`src/rtl/rim_loader_pkg.sv`:
```
package rim_loader_pkg;

    // Role of one offered character given the current pairing phase
    typedef enum logic [1:0] {
        KIND_SKIP      = 2'd0,
        KIND_HEAD_ADDR = 2'd1,
        KIND_HEAD_DATA = 2'd2,
        KIND_TAIL      = 2'd3
    } char_kind_e;

endpackage

```
`src/rtl/rim_char_class.sv`:
```
module rim_char_class
    import rim_loader_pkg::*;
#(
    parameter int CHAR_W = 8,
    parameter int HALF_W = 6
) (
    input  logic              take,
    input  logic              tail_expected,
    input  logic [CHAR_W-1:0] chr,
    output char_kind_e        kind,
    output logic [HALF_W-1:0] payload
);
    localparam int DROP_BIT = CHAR_W - 1;
    localparam int FLAG_BIT = HALF_W;

    assign payload = chr[HALF_W-1:0];

    always_comb begin
        if (!take || chr[DROP_BIT]) begin
            kind = KIND_SKIP;
        end else if (tail_expected) begin
            kind = KIND_TAIL;
        end else if (chr[FLAG_BIT]) begin
            kind = KIND_HEAD_ADDR;
        end else begin
            kind = KIND_HEAD_DATA;
        end
    end
endmodule

```
`src/rtl/rim_word_join.sv`:
```
module rim_word_join #(
    parameter int HALF_W = 6
) (
    input  logic [HALF_W-1:0]   upper,
    input  logic [HALF_W-1:0]   lower,
    output logic [2*HALF_W-1:0] word
);
    assign word = {upper, lower};
endmodule

```
`src/rtl/rim_tape_loader.sv`:
```
module rim_tape_loader
    import rim_loader_pkg::*;
#(
    parameter int CHAR_W = 8,
    parameter int HALF_W = 6
) (
    input  logic                  clk,
    input  logic                  rst_n,
    input  logic                  enable,
    input  logic                  char_valid,
    input  logic [CHAR_W-1:0]     char_data,
    output logic                  char_ready,
    output logic                  mem_we,
    output logic [2*HALF_W-1:0]   mem_addr,
    output logic [2*HALF_W-1:0]   mem_wdata
);
    localparam int WORD_W = 2 * HALF_W;

    typedef struct packed {
        logic              tail;      // first member held, second awaited
        logic              addr_frm;  // held first member flagged an address
        logic [HALF_W-1:0] upper;
        logic [WORD_W-1:0] addr;
        logic              we;
        logic [WORD_W-1:0] wdata;
    } ld_state_t;

    ld_state_t st_d, st_q;

    char_kind_e        kind;
    logic [HALF_W-1:0] payload;
    logic [WORD_W-1:0] joined;
    logic              take;

    assign take       = enable && char_valid;
    assign char_ready = enable;

    rim_char_class #(.CHAR_W(CHAR_W), .HALF_W(HALF_W)) u_class (
        .take          (take),
        .tail_expected (st_q.tail),
        .chr           (char_data),
        .kind          (kind),
        .payload       (payload)
    );

    rim_word_join #(.HALF_W(HALF_W)) u_join (
        .upper (st_q.upper),
        .lower (payload),
        .word  (joined)
    );

    always_comb begin
        st_d    = st_q;
        st_d.we = 1'b0;
        if (!enable) begin
            st_d.tail = 1'b0;
        end else begin
            case (kind)
                KIND_HEAD_ADDR: begin
                    st_d.tail     = 1'b1;
                    st_d.addr_frm = 1'b1;
                    st_d.upper    = payload;
                end
                KIND_HEAD_DATA: begin
                    st_d.tail     = 1'b1;
                    st_d.addr_frm = 1'b0;
                    st_d.upper    = payload;
                end
                KIND_TAIL: begin
                    st_d.tail = 1'b0;
                    if (st_q.addr_frm) begin
                        st_d.addr = joined;
                    end else begin
                        st_d.we    = 1'b1;
                        st_d.wdata = joined;
                    end
                end
                default: ;
            endcase
        end
    end

    always_ff @(posedge clk) begin
        if (!rst_n) begin
            st_q <= '0;
        end else begin
            st_q <= st_d;
        end
    end

    assign mem_we    = st_q.we;
    assign mem_addr  = st_q.addr;
    assign mem_wdata = st_q.wdata;


    we_single_pulse_chk: assert property (@(posedge clk) disable iff (!rst_n)
        mem_we |=> !mem_we);


    we_after_tail_chk: assert property (@(posedge clk) disable iff (!rst_n)
        (kind == KIND_TAIL && !st_q.addr_frm) |=> mem_we);


    addr_frame_no_write_chk: assert property (@(posedge clk) disable iff (!rst_n)
        (kind == KIND_TAIL && st_q.addr_frm) |=> !mem_we);


    drop_keeps_phase_chk: assert property (@(posedge clk) disable iff (!rst_n)
        (take && char_data[CHAR_W-1]) |=> (!mem_we && st_q.tail == $past(st_q.tail)));


    addr_hold_chk: assert property (@(posedge clk) disable iff (!rst_n)
        !(kind == KIND_TAIL && st_q.addr_frm) |=> $stable(mem_addr));


    disabled_no_write_chk: assert property (@(posedge clk) disable iff (!rst_n)
        !enable |=> (!mem_we && !st_q.tail));
endmodule

```
`config.mk`:
```
export PLATFORM = sky130hd
export DESIGN_NAME = rim_tape_loader
export DESIGN_NICKNAME = d
export VERILOG_FILES = /design/src/rtl/rim_loader_pkg.sv /design/src/rtl/rim_char_class.sv /design/src/rtl/rim_word_join.sv /design/src/rtl/rim_tape_loader.sv
export SDC_FILE = /design/constraint.sdc
export NUM_CORES = 1
export LEC_CHECK = 0
export ABC_AREA = 1
export BUFFER_PORTS_ARGS = -buffer_cell sky130_fd_sc_hd__buf_2
export CAP_MARGIN = 25
export CORE_MARGIN = 1.5
export CORE_UTILIZATION = 23
export DETAILED_ROUTE_END_ITERATION = 7
export PLACE_DENSITY_LB_ADDON = 0.05
export SLEW_MARGIN = 25
export SYNTH_ARGS = -nofsm -noshare
export SYNTH_HDL_FRONTEND = slang
export SYNTH_SLANG_ARGS = --single-unit
```
`constraint.sdc`:
```
create_clock -name clk -period 2.5 [get_ports clk]
set_input_delay 0 -clock clk [delete_from_list [all_inputs] [get_ports clk]]
set_output_delay 0 -clock clk [all_outputs]
set_load 0.05 [all_outputs]
```
* After elaboration in Yosys (flattened, before gate mapping)
Cells that the tools add are included.
Operators by class: mux-type cells 6, equal/unequal tests 3, reductions and logical operators 11, bitwise gates (word level) 1
Operator list (count):
- $pmux W7 S2 | 1
- $mux W13 | 1
- $reduce_and A3 Y1 | 3
- $mux W2 | 3
- $eq A2 B2 Y1 const B | 2
- $reduce_and A2 Y1 | 2
- $reduce_bool A2 Y1 | 2
- $eq A2 B1 Y1 const B | 1
- $pmux W1 S2 | 1
- $reduce_or A2 Y1 | 1
- $logic_and A1 B1 Y1 | 1
- $logic_not A1 Y1 | 1
- $logic_or A1 B1 Y1 | 1
- $not A1 Y1 | 1
Storage, ports and cells: word-level logic and storage cells 27, output and inout port bits 26, bits in registers 33

* Depth between registers and ports, before layout
Gate-level depths: netlist of run 1.
word-level depth 7, depth in mapped cells 11

* Cells and area by module
From an unflattened synthesis of run 1, not the netlist that was laid out.
Second synthesis, totals: cell total of the unflattened synthesis 251, area, all modules 1706.6 um2
Modules (own cells, without submodules):
- rim_tape_loader | area each 1542.7 um2, cells each 226, sequential area each 660.6 um2, instances 1
- rim_word_join | area each 90.1 um2, cells each 12, sequential area each 0.0 um2, instances 1
- rim_char_class | area each 73.8 um2, cells each 13, sequential area each 0.0 um2, instances 1

* Worst setup path before layout of run 1
Ideal clock, no wire load.
path type reg-to-reg, start register st_q[32] in the netlist's numbering, end register st_q, in the netlist mem_addr[10], period minus slack after synthesis 1.442 ns, arrival 1.330 ns, cell stages (with the launch flop) 9, setup slack 1.058 ns, buffers on the path 1, library setup time 0.113 ns, path through dfxtp_1 -> o21ai_0 -> inv_1 -> ha_1 -> nand3_2 -> buf_2 -> nand2_1 -> nand2_1 -> nor2_1
Between the ends: cells in the longest elaborated chain, start to end 4
RTL lines:
- start: declaration | line rim_tape_loader.sv:28 | ld_state_t st_d, st_q;
- start signal: assignment | line rim_tape_loader.sv:87 | st_q <= st_d;
- $mux W2 | line rim_char_class.sv:21 | end else if (tail_expected) begin
- $mux W2 | line rim_char_class.sv:19 | if (!take || chr[DROP_BIT]) begin
- $eq A2 B2 Y1 | line rim_tape_loader.sv:58 | case (kind)
- $reduce_and A3 Y1 (no source line)
No other way between the ends. A chain may end at the register's enable or synchronous reset.

* Worst setup path after layout of run 1
start register st_q[32] in the netlist's numbering, end register st_q[31] in the netlist's numbering
Between the ends: cells in the longest elaborated chain, start to end 5, elaborated cells between the ends (all ways) 7, classes of those cells eq/ne: 2; mux: 3; reduce/logical: 2
RTL lines (line):
- $mux W2 * | rim_char_class.sv:21
- $mux W2 * | rim_char_class.sv:19
- $eq A2 B2 Y1 or $eq A2 B1 Y1 (tied branches) | rim_tape_loader.sv:58
- $reduce_bool A2 Y1 (no source line)
- $reduce_and A2 Y1 (no source line)
Every way passes the cells marked *; elsewhere a longest branch is shown, timed or not. The select of a mux whose other input is x is not followed.

==> results of run 1 <==
[worst max-delay path by stage]
stage / from / end / slack, ns
final: st_q[32]$_SDFFE_PN0P_ / st_q[31]$_SDFFE_PN0P_ / 0.79
after global routing: st_q[32]$_SDFFE_PN0P_ / st_q[31]$_SDFFE_PN0P_ / 0.52
after CTS: st_q[32]$_SDFFE_PN0P_ / st_q[31]$_SDFFE_PN0P_ / 0.76
after detailed placement: st_q[32]$_SDFFE_PN0P_ / st_q[31]$_SDFFE_PN0P_ / 0.77
after global placement: st_q[32]$_SDFFE_PN0P_ / st_q[31]$_SDFFE_PN0P_ / 0.74
after floorplan: st_q[32]$_SDFFE_PN0P_ / mem_addr[10]$_SDFFE_PN0P_ / 1.06
[metal layers]
layer  track usage  up-vias
li1              -      676
met1         0.118      525
met2         0.166       22
met3        0.0331        6
met4        0.0484        0
met5             0        -
[cell usage in the layout, fill, tap and decap left out]
cell                            Yosys  layout
sky130_fd_sc_hd__nor2_1            64      64
sky130_fd_sc_hd__a21oi_1            1       1
sky130_fd_sc_hd__dfxtp_1           33      33
sky130_fd_sc_hd__nand3_2            2       2
sky130_fd_sc_hd__nand2_1           55      55
sky130_fd_sc_hd__or2_2              1       1
sky130_fd_sc_hd__buf_2              4      37
sky130_fd_sc_hd__clkbuf_8           0       5
sky130_fd_sc_hd__inv_1             30      30
sky130_fd_sc_hd__clkinv_2           0       1
sky130_fd_sc_hd__dlygate4sd3_1      0       5
sky130_fd_sc_hd__ha_1               4       4
sky130_fd_sc_hd__o21ai_0            8       8
[stage by stage]
| step | util | hold slack [ns] |
|---|---|---|
| after global routing | 0.270 | 0.0588 |
| final | 0.270 | 0.00333 |
| after CTS | 0.270 | 0.0108 |
| after floorplan | - | 0.135 |
| after detailed placement | 0.251 | 0.275 |
| after global placement | 0.251 | 0.287 |
[registers in the layout (all words and copies together), names as in the netlist]
name	flops
mem_we	1
mem_wdata	12
mem_addr	12
st_q	8
[tightest hold or removal path: stages]
cell and delay (ns):
sky130_fd_sc_hd__buf_2 0.11, sky130_fd_sc_hd__nor2_1 0.05, sky130_fd_sc_hd__nor2_1 0.08
[power groups by stage]
stage | Sequential (uW) | Combinational, uW | Clock, uW
6_report | 536 | 52.5 | 379
5_1_grt | 537 | 60.1 | 418
4_1_cts | 536 | 54.0 | 401
3_5_place_dp | 548 | 48.1 | 0
3_3_place_gp | 548 | 48.4 | 0
2_1_floorplan | 546 | 28.7 | 0
[cell families after synthesis]
| family | count (synthesis) |
|---|---|
| flops | 33 |
| fa+ha+maj | 4 |
| buf+inv | 62 |
| compound gates | 9 |
| simple gates | 122 |
[layout make-up]
cell class / count / area [um2] / share of cell area
clock inverters: 1 / 5.00 / 0.00287
inverters: 30 / 113 / 0.0645
flip-flops and latches: 33 / 661 / 0.378
well taps: 77 / 96.3 / 0.0552
clock buffers: 5 / 68.8 / 0.0394
multi-input cells: 135 / 568 / 0.325
repair buffers: 42 / 235 / 0.135
==> insert_results.sql, run 1 <==
INSERT INTO impl_metrics (metric_group, metric, value, unit) VALUES
('status', 'outcome', 'finished with violations', ''),
('status', 'violations', 'DRC', ''),
('yosys', 'synth_largest_area_cell', 'sky130_fd_sc_hd__dfxtp_1', ''),
('sta', 'finalSetupViolCount', '0', ''),
('place', 'post-dp-hpwl', '2180', 'um'),
('yosys', 'share_of_the_synthesized_area_in_compound_gates_ao_oa_aoi_oai', '0.0289', ''),
('sta', 'maxSlewViolCount', '0', ''),
('power_and_ir_drop', 'power_frac_seq', '0.554', ''),
('cts', 'tritoncts_num_sinks', '33', ''),
('place', 'gpl.final_weighted_congestion', '0.634', ''),
('worst_setup_path', 'setup.reg_to_reg.worst_slack', '0.79', 'ns'),
('routing', 'post_drt_wl_per_cell', '10.2', 'um'),
('yosys', 'dominantRegCellSynth', 'sky130_fd_sc_hd__dfxtp_1', ''),
('worst_hold_path', 'hold_path_depth', '3', ''),
('global_route', 'gr-total-overflow', '0', ''),
('worst_setup_path', 'max_stage_delay', '0.32', 'ns'),
('global_route', 'grt_start_max_net_pins', '33', ''),
('worst_setup_path', 'setup.worst_path.start_class', 'flop', ''),
('yosys', 'synth_most_common_cell', 'sky130_fd_sc_hd__nor2_1', ''),
('yosys', 'synth_top_family_by_area', 'simple AND/OR/NAND/NOR gates', ''),
('worst_setup_path', 'worst-endpoint-required', '2.68', 'ns'),
('floorplanning', 'floorplan.rows', '29', ''),
('yosys', 'netlist_area', '0.00156', 'mm2'),
('power_and_ir_drop', 'fin_total_pwr', '967', 'uW'),
('cts', 'post-cts-setup-buffer-count', '0', ''),
('global_route', 'vias_in_the_first_global_route', '1198', ''),
('routing', 'met3RoutedLength', '147', 'um'),
('cts', 'clk_lat_worst_skew', '0.28', 'ns'),
('yosys', 'synth.top_cells.by_area', 'sky130_fd_sc_hd__dfxtp_1 (42%), sky130_fd_sc_hd__nor2_1 (15%), sky130_fd_sc_hd__nand2_1 (13%)', ''),
('job', 'max_cap_viol_count', '0', ''),
('place', 'placement.cell_area', '0.00162', 'mm2'),
('worst_setup_path', 'timing.setup.critical_path_class', 'flop to flop', ''),
('routing', 'drt-total-wl', '3280', 'um'),
('finish', 'layout.cell_area.non_filler', '0.00175', 'mm2'),
('sta', 'slew_headroom', '0.607', ''),
('yosys', 'syn_inst', '230', ''),
('cts', 'h-tree-depth', '2', ''),
('power_and_ir_drop', 'p_sw_frac', '0.241', ''),
('sta', 'timing_worst_slew_pin_value', '0.590', 'ns'),
('floorplanning', 'chipWidth', '85.4', 'um'),
('yosys', 'avgSynthCellArea', '6.78', 'um2'),
('worst_setup_path', 'worstPathCellList', 'o21ai_0 > inv_1 > ha_1 > inv_1 > nand2_1 > inv_1 > nand2_1 > nand2_1 > nor2_1', ''),
('routing', 'top_signal_layer_used', 'met4', ''),
('cts', 'number_of_buffers_added_by_the_clock_tree_synthesis_step', '5', ''),
('finish', 'net_count_final', '263', ''),
('place', 'port_buffers', '37', ''),
('cts', 'max-clock-path-buffers', '2', ''),
('finish', 'area_growth', '11.9', '%'),
('sta', 'grt_setup_unrepaired', 'false', ''),
('yosys', 'yosys.area_share.simple', '0.303', ''),
('cts', 'cts_root_buffer', 'sky130_fd_sc_hd__clkbuf_8', ''),
('floorplanning', 'placeableCoreArea', '0.00646', 'mm2'),
('power_and_ir_drop', 'power.leakage', '0.00101', 'uW'),
('cts', 'clkSlewWorstSetupHoldPaths', '0.07', 'ns'),
('yosys', 'synth.lib_cells_used.distinct', '12', ''),
('routing', 'detail_route.drc_violations', '2', ''),
('power_and_ir_drop', 'power.ir.vdd_worst', '0.149', 'mV'),
('floorplanning', 'die_area', '0.00729', 'mm2'),
('yosys', 'async_reset_ff_frac', '0', ''),
('routing', 'met2_length', '1510', 'um'),
('worst_setup_path', 'critPathTopFamily', 'buffers and inverters', ''),
('worst_setup_path', 'reg2reg_depth', '9', ''),
('worst_setup_path', 'worst-endpoint-arrival', '1.89', 'ns'),
('finish', 'final_layout_size_suffix_gt1_frac', '0.187', ''),
('finish', 'nFillCells', '765', ''),
('cts', 'cts_tree', 'done', ''),
('yosys', 'number_of_synthesized_flops_with_an_enable_pin', '0', ''),
('routing', 'number_of_iterations_in_the_first_detailed_routing_pass', '5', ''),
('routing', 'vias', '1229', ''),
('worst_setup_path', 'cp_max_fo', '8', ''),
('sta', 'fraction_of_the_cycle_the_final_worst_path_needs', '0.685', '');
No activity file was read; power rests on OpenSTA's default activity.
==> inputs of run 2 (changes only) <==
==> constraint.sdc (replaced) <==
create_clock -name clk -period 1.6 [get_ports clk]
set_input_delay 0 -clock clk [delete_from_list [all_inputs] [get_ports clk]]
set_output_delay 0 -clock clk [all_outputs]
set_load 0.05 [all_outputs]
==> insert_results.sql, run 2 (same netlist as run 1, synthesis figures left out) <==
INSERT INTO impl_metrics (metric_group, metric, value, unit) VALUES
('floorplanning', 'floorplan.rows', '29', ''),
('sta', 'maxSlewViolCount', '0', ''),
('power_and_ir_drop', 'power.leakage', '0.00107', 'uW'),
('cts', 'cts_root_buffer', 'sky130_fd_sc_hd__clkbuf_8', ''),
('sta', 'setup_ws', '0.167', 'ns'),
('worst_hold_path', 'hold_path.class', 'input pin to flop', ''),
('worst_setup_path', 'cp_max_fo', '6', ''),
('place', 'post-dp-hpwl', '2360', 'um'),
('floorplanning', 'chipWidth', '85.4', 'um'),
('worst_setup_path', 'worstPathCellList', 'o21ai_2 > inv_1 > ha_1 > inv_1 > nand2_1 > buf_4 > o21ai_0 > nor2_1', ''),
('finish', 'nFillCells', '760', ''),
('sta', 'max_freq', '0.698', 'GHz'),
('worst_setup_path', 'timing.critical_path.mode_cell', 'sky130_fd_sc_hd__inv_1', ''),
('finish', 'fin_util', '0.287', ''),
('cts', 'cts_tree', 'done', ''),
('sta', 'finalSetupViolCount', '0', ''),
('global_route', 'grt_start_max_net_pins', '28', ''),
('finish', 'insertedDiodeCount', '0', ''),
('finish', 'final_layout_size_suffix_gt1_frac', '0.220', ''),
('routing', 'drt_iter0_markers', '22', ''),
('cts', 'number_of_buffers_added_by_the_clock_tree_synthesis_step', '5', ''),
('sta', 'clock-skew-final', '0.00329', 'ns'),
('floorplanning', 'floorplan.initialDensity', '0.242', ''),
('routing', 'vias_per_inst', '3.84', ''),
('worst_setup_path', 'timing.setup.critical_path_class', 'flop to flop', ''),
('place', 'port_buffers', '37', ''),
('routing', 'detail_route.drc_violations', '2', ''),
('sta', 'fraction_of_the_cycle_the_final_worst_path_needs', '0.896', ''),
('routing', 'drtAntennaViolNets', '0', ''),
('cts', 'clkSlewWorstSetupHoldPaths', '0.07', 'ns'),
('finish', 'net_count_final', '270', ''),
('worst_setup_path', 'setup.worst_path.start_class', 'flop', ''),
('power_and_ir_drop', 'fin_total_pwr', '1570', 'uW'),
('finish', 'layout_common_cells', 'sky130_fd_sc_hd__nor2_1 (64), sky130_fd_sc_hd__nand2_1 (55), sky130_fd_sc_hd__buf_2 (37)', ''),
('cts', 'post-cts-setup-buffer-count', '0', ''),
('routing', 'post_drt_wl_per_cell', '10.2', 'um'),
('cts', 'h-tree-depth', '2', ''),
('global_route', 'antenna_found_initial', '0', ''),
('sta', 'slew_headroom', '0.647', ''),
('routing', 'number_of_iterations_in_the_first_detailed_routing_pass', '6', ''),
('worst_setup_path', 'max_stage_delay', '0.34', 'ns'),
('status', 'outcome', 'finished with violations', ''),
('cts', 'clk_lat_worst_skew', '0.28', 'ns'),
('routing', 'vias', '1272', ''),
('finish', 'multiInputGateArea', '576', 'um2'),
('job', 'max_cap_viol_count', '0', ''),
('place', 'gpl.final_weighted_congestion', '0.649', ''),
('sta', 'timing_worst_slew_pin_value', '0.530', 'ns'),
('sta', 'grt_setup_unrepaired', 'false', ''),
('global_route', 'vias_in_the_first_global_route', '1155', ''),
('global_route', 'grt.total_usage', '0.101', ''),
('worst_setup_path', 'critPathCaptureType', 'flop', ''),
('cts', 'max-clock-path-buffers', '2', ''),
('cts', 'tritoncts_num_sinks', '33', ''),
('finish', 'area_growth', '19.0', '%'),
('floorplanning', 'die_area', '0.00729', 'mm2'),
('floorplanning', 'die_height', '85.4', 'um'),
('worst_setup_path', 'worst-endpoint-arrival', '1.61', 'ns'),
('floorplanning', 'io-pin-count', '38', ''),
('worst_setup_path', 'worst_path_max_delay_cell', 'sky130_fd_sc_hd__dfxtp_1', ''),
('global_route', 'grt_pass1_wl', '5580', 'um'),
('place', 'dpl_worst_slack', '0.0174', 'ns'),
('global_route', 'gr-total-overflow', '0', ''),
('routing', 'drt-total-wl', '3380', 'um'),
('sta', 'layout_min_cycle_time', '1.43', 'ns'),
('finish', 'regArea', '661', 'um2'),
('floorplanning', 'placeableCoreArea', '0.00646', 'mm2'),
('finish', 'mostFrequentLayoutCell', 'sky130_fd_sc_hd__nor2_1', ''),
('power_and_ir_drop', 'power.density', '847', 'mW/mm2'),
('worst_setup_path', 'worst-endpoint-required', '1.77', 'ns'),
('sta', 'finalHoldViolations', '0', ''),
('status', 'violations', 'DRC', ''),
('power_and_ir_drop', 'power.ir.vdd_worst', '0.281', 'mV');
==> run 2: stage by stage <==
stage / area (um2) / std cells / TNS, ns / hold slack, ns
floorplan: 1560 / 230 / 0 / 0.135
global route: 1860 / 331 / 0 / 0.0405
detailed placement: 1710 / 319 / 0 / 0.285
finish: 1860 / 331 / 0 / 0.00449
CTS: 1850 / 331 / 0 / 0.000942
global placement: 1710 / 319 / -0.00325 / 0.283
==> run 2: worst max-delay path, delay by kind of cell, from the launching register on <==
kind | cells | cell delay, ns
compound gates | 2 | 0.30
fa+ha+maj | 1 | 0.27
buf+inv | 3 | 0.30
flops | 1 | 0.34
simple gates | 2 | 0.12
==> run 2: path summary, 6_finish.rpt <==
path	to	from	slack, ns	cells past startpoint
min	mem_addr[4]$_SDFFE_PN0P_	char_data[4]	0.004	3
max	st_q[27]$_SDFFE_PN0P_	st_q[32]$_SDFFE_PN0P_	0.17	8
min reg2reg	st_q[32]$_SDFFE_PN0P_	st_q[32]$_SDFFE_PN0P_	0.50	2
max reg2reg	st_q[27]$_SDFFE_PN0P_	st_q[32]$_SDFFE_PN0P_	0.17	8
==> run 2: power breakdown <==
part,internal [uW],switching [uW]
combinational,36.2,54.4
clock,342,303
sequential,830,7.85
==> run 2: repair_timing <==
| item | CTS | global route |
|---|---|---|
| hold endpoints to repair | 9 | 0 |
| gates resized for setup | 0 | 8 |
| hold buffers | 5 | 0 |
| setup endpoints to repair | 0 | 31 |
==> run 2: final cells by class <==
class	instances	area share
flip-flops and latches	33	0.356
multi-input cells	135	0.310
repair buffers	49	0.175
inverters	30	0.0606
well taps	77	0.0519
clock buffers	7	0.0465
==> run 2: layer usage <==
metal  track usage  share of wire
met2         0.167           0.48
met1         0.122           0.47
met3        0.0272          0.036
met5             0              0
met4        0.0440          0.016
==> inputs of run 3 (changes only) <==
==> constraint.sdc (replaced) <==
create_clock -name clk -period 1.4 [get_ports clk]
set_input_delay 0 -clock clk [delete_from_list [all_inputs] [get_ports clk]]
set_output_delay 0 -clock clk [all_outputs]
set_load 0.05 [all_outputs]
==> insert_results.sql, run 3 (same netlist as run 1, synthesis figures left out) <==
INSERT INTO impl_metrics (metric_group, metric, value, unit) VALUES
('place', 'dp.cells', '322', ''),
('sta', 'maxSlewViolCount', '0', ''),
('sta', 'grt_setup_unrepaired', 'true', ''),
('floorplanning', 'chipWidth', '85.4', 'um'),
('worst_hold_path', 'hold_path.class', 'input pin to flop', ''),
('floorplanning', 'io-pin-count', '38', ''),
('routing', 'drtAntennaViolNets', '0', ''),
('finish', 'finalNonFillerCells', '336', ''),
('routing', 'detail_route.drc_violations', '1', ''),
('routing', 'number_of_iterations_in_the_first_detailed_routing_pass', '8', ''),
('cts', 'clk_lat_worst_skew', '0.29', 'ns'),
('global_route', 'grt_pass1_wl', '5930', 'um'),
('floorplanning', 'floorplan.initialDensity', '0.242', ''),
('place', 'post-dp-hpwl', '2380', 'um'),
('worst_setup_path', 'worst-endpoint-required', '1.59', 'ns'),
('global_route', 'grt.total_usage', '0.107', ''),
('place', 'gpl.final_weighted_congestion', '0.655', ''),
('floorplanning', 'placeableCoreArea', '0.00646', 'mm2'),
('finish', 'layout_common_cells', 'sky130_fd_sc_hd__nor2_1 (62), sky130_fd_sc_hd__nand2_1 (38), sky130_fd_sc_hd__buf_2 (37)', ''),
('power_and_ir_drop', 'power.leakage', '0.00112', 'uW'),
('global_route', 'grt_start_max_net_pins', '26', ''),
('finish', 'mostFrequentLayoutCell', 'sky130_fd_sc_hd__nor2_1', ''),
('power_and_ir_drop', 'power.density', '923', 'mW/mm2'),
('job', 'max_cap_viol_count', '0', ''),
('sta', 'slew_headroom', '0.680', ''),
('sta', 'clock-skew-final', '0.00612', 'ns'),
('cts', 'h-tree-depth', '2', ''),
('global_route', 'antenna_found_initial', '0', ''),
('finish', 'final_layout_size_suffix_gt1_frac', '0.351', ''),
('sta', 'finalHoldViolations', '0', ''),
('sta', 'fraction_of_the_cycle_the_final_worst_path_needs', '0.974', ''),
('routing', 'drt_iter0_markers', '48', ''),
('finish', 'fin_util', '0.322', ''),
('cts', 'clkSlewWorstSetupHoldPaths', '0.07', 'ns'),
('worst_setup_path', 'timing.setup.critical_path_class', 'flop to flop', ''),
('finish', 'area_growth', '33.2', '%'),
('status', 'violations', 'DRC', ''),
('routing', 'vias_per_inst', '3.86', ''),
('routing', 'vias', '1296', ''),
('global_route', 'gr-total-overflow', '0', ''),
('sta', 'max_freq', '0.733', 'GHz'),
('worst_setup_path', 'cp_max_fo', '12', ''),
('cts', 'cts_tree', 'done', ''),
('power_and_ir_drop', 'power.ir.vdd_worst', '0.357', 'mV'),
('sta', 'timing_worst_slew_pin_value', '0.480', 'ns'),
('worst_setup_path', 'worst-endpoint-arrival', '1.56', 'ns'),
('cts', 'max-clock-path-buffers', '2', ''),
('finish', 'net_count_final', '274', ''),
('worst_setup_path', 'setup.worst_path.start_class', 'flop', ''),
('finish', 'nFillCells', '721', ''),
('sta', 'layout_min_cycle_time', '1.36', 'ns'),
('routing', 'drt-total-wl', '3750', 'um'),
('routing', 'post_drt_wl_per_cell', '11.2', 'um'),
('place', 'port_buffers', '37', ''),
('status', 'outcome', 'finished with violations', ''),
('floorplanning', 'die_area', '0.00729', 'mm2'),
('global_route', 'vias_in_the_first_global_route', '1275', ''),
('floorplanning', 'die_height', '85.4', 'um'),
('sta', 'finalSetupViolCount', '0', ''),
('cts', 'tritoncts_num_sinks', '33', ''),
('finish', 'insertedDiodeCount', '0', ''),
('cts', 'number_of_buffers_added_by_the_clock_tree_synthesis_step', '5', ''),
('worst_setup_path', 'critPathCaptureType', 'flop', ''),
('floorplanning', 'floorplan.rows', '29', ''),
('cts', 'cts_root_buffer', 'sky130_fd_sc_hd__clkbuf_8', '');
## run 3: layout make-up
class,instances,area [um2],share of cell area
timing repair buffer,53,385,0.185
clock buffer,7,96.3,0.0464
tap,77,96.3,0.0464
sequential,33,664,0.320
clock inverter,1,5.00,0.00241
inverter,30,123,0.0590
multi-input combinational,135,708,0.341
## run 3: final timing paths
path                                  start                         to  slack [ns]  cells after the start
setup reg to reg      st_q[32]$_SDFFE_PN0P_   mem_addr[1]$_SDFFE_PN0P_        0.04                      8
setup / recovery      st_q[32]$_SDFFE_PN0P_   mem_addr[1]$_SDFFE_PN0P_        0.04                      8
hold reg to reg   mem_wdata[1]$_SDFFE_PN0P_  mem_wdata[1]$_SDFFE_PN0P_        0.51                      4
hold / removal                 char_data[1]   mem_addr[1]$_SDFFE_PN0P_       0.002                      3
## run 3: per-layer routing
layer / GRT usage / vias to the layer above / part of all wire
met5: 0 / - / 0
met4: 0.0396 / 0 / 0.011
met3: 0.0457 / 4 / 0.044
met2: 0.180 / 23 / 0.49
met1: 0.121 / 561 / 0.45
li1: - / 708 / -
## run 3: metrics by stage
step / setup slack, ns / TNS, ns / total power [uW] / instance area (um2) / hold WS [ns]
floorplan: 0.0211 / 0 / 1030 / 1560 / 0.135
global placement: -0.163 / -2.65 / 1080 / 1720 / 0.289
detailed placement: -0.180 / -2.19 / 1080 / 1720 / 0.293
CTS: 0.00770 / 0 / 1930 / 1870 / 0.000775
global route: -0.0453 / -0.392 / 2020 / 2080 / 0.00940
finish: 0.0358 / 0 / 1920 / 2080 / 0.00174
## run 3: timing repair
action                                  CTS  global route
gates cloned                              0             2
hold buffers                              3             0
buffers inserted                          0             1
endpoints found under the setup margin   32            32
pin swaps                                 2             6
resized for setup                         5            44
endpoints found under the hold margin     4             0
## run 3: report_power, final
group	switching [uW]	internal, uW
clock network	386	445
registers	10.0	947
logic	78.4	52.0
total	474	1440
## run 3: worst max-delay path, cell delays in order (launching register included)
cell	delay, ns
sky130_fd_sc_hd__dfxtp_4	0.37
sky130_fd_sc_hd__o21ai_4	0.21
sky130_fd_sc_hd__inv_2	0.08
sky130_fd_sc_hd__ha_4	0.18
sky130_fd_sc_hd__nand3_4	0.13
sky130_fd_sc_hd__clkbuf_16	0.18
sky130_fd_sc_hd__nand2_2	0.04
sky130_fd_sc_hd__nand2_1	0.05
sky130_fd_sc_hd__nor2_1	0.03
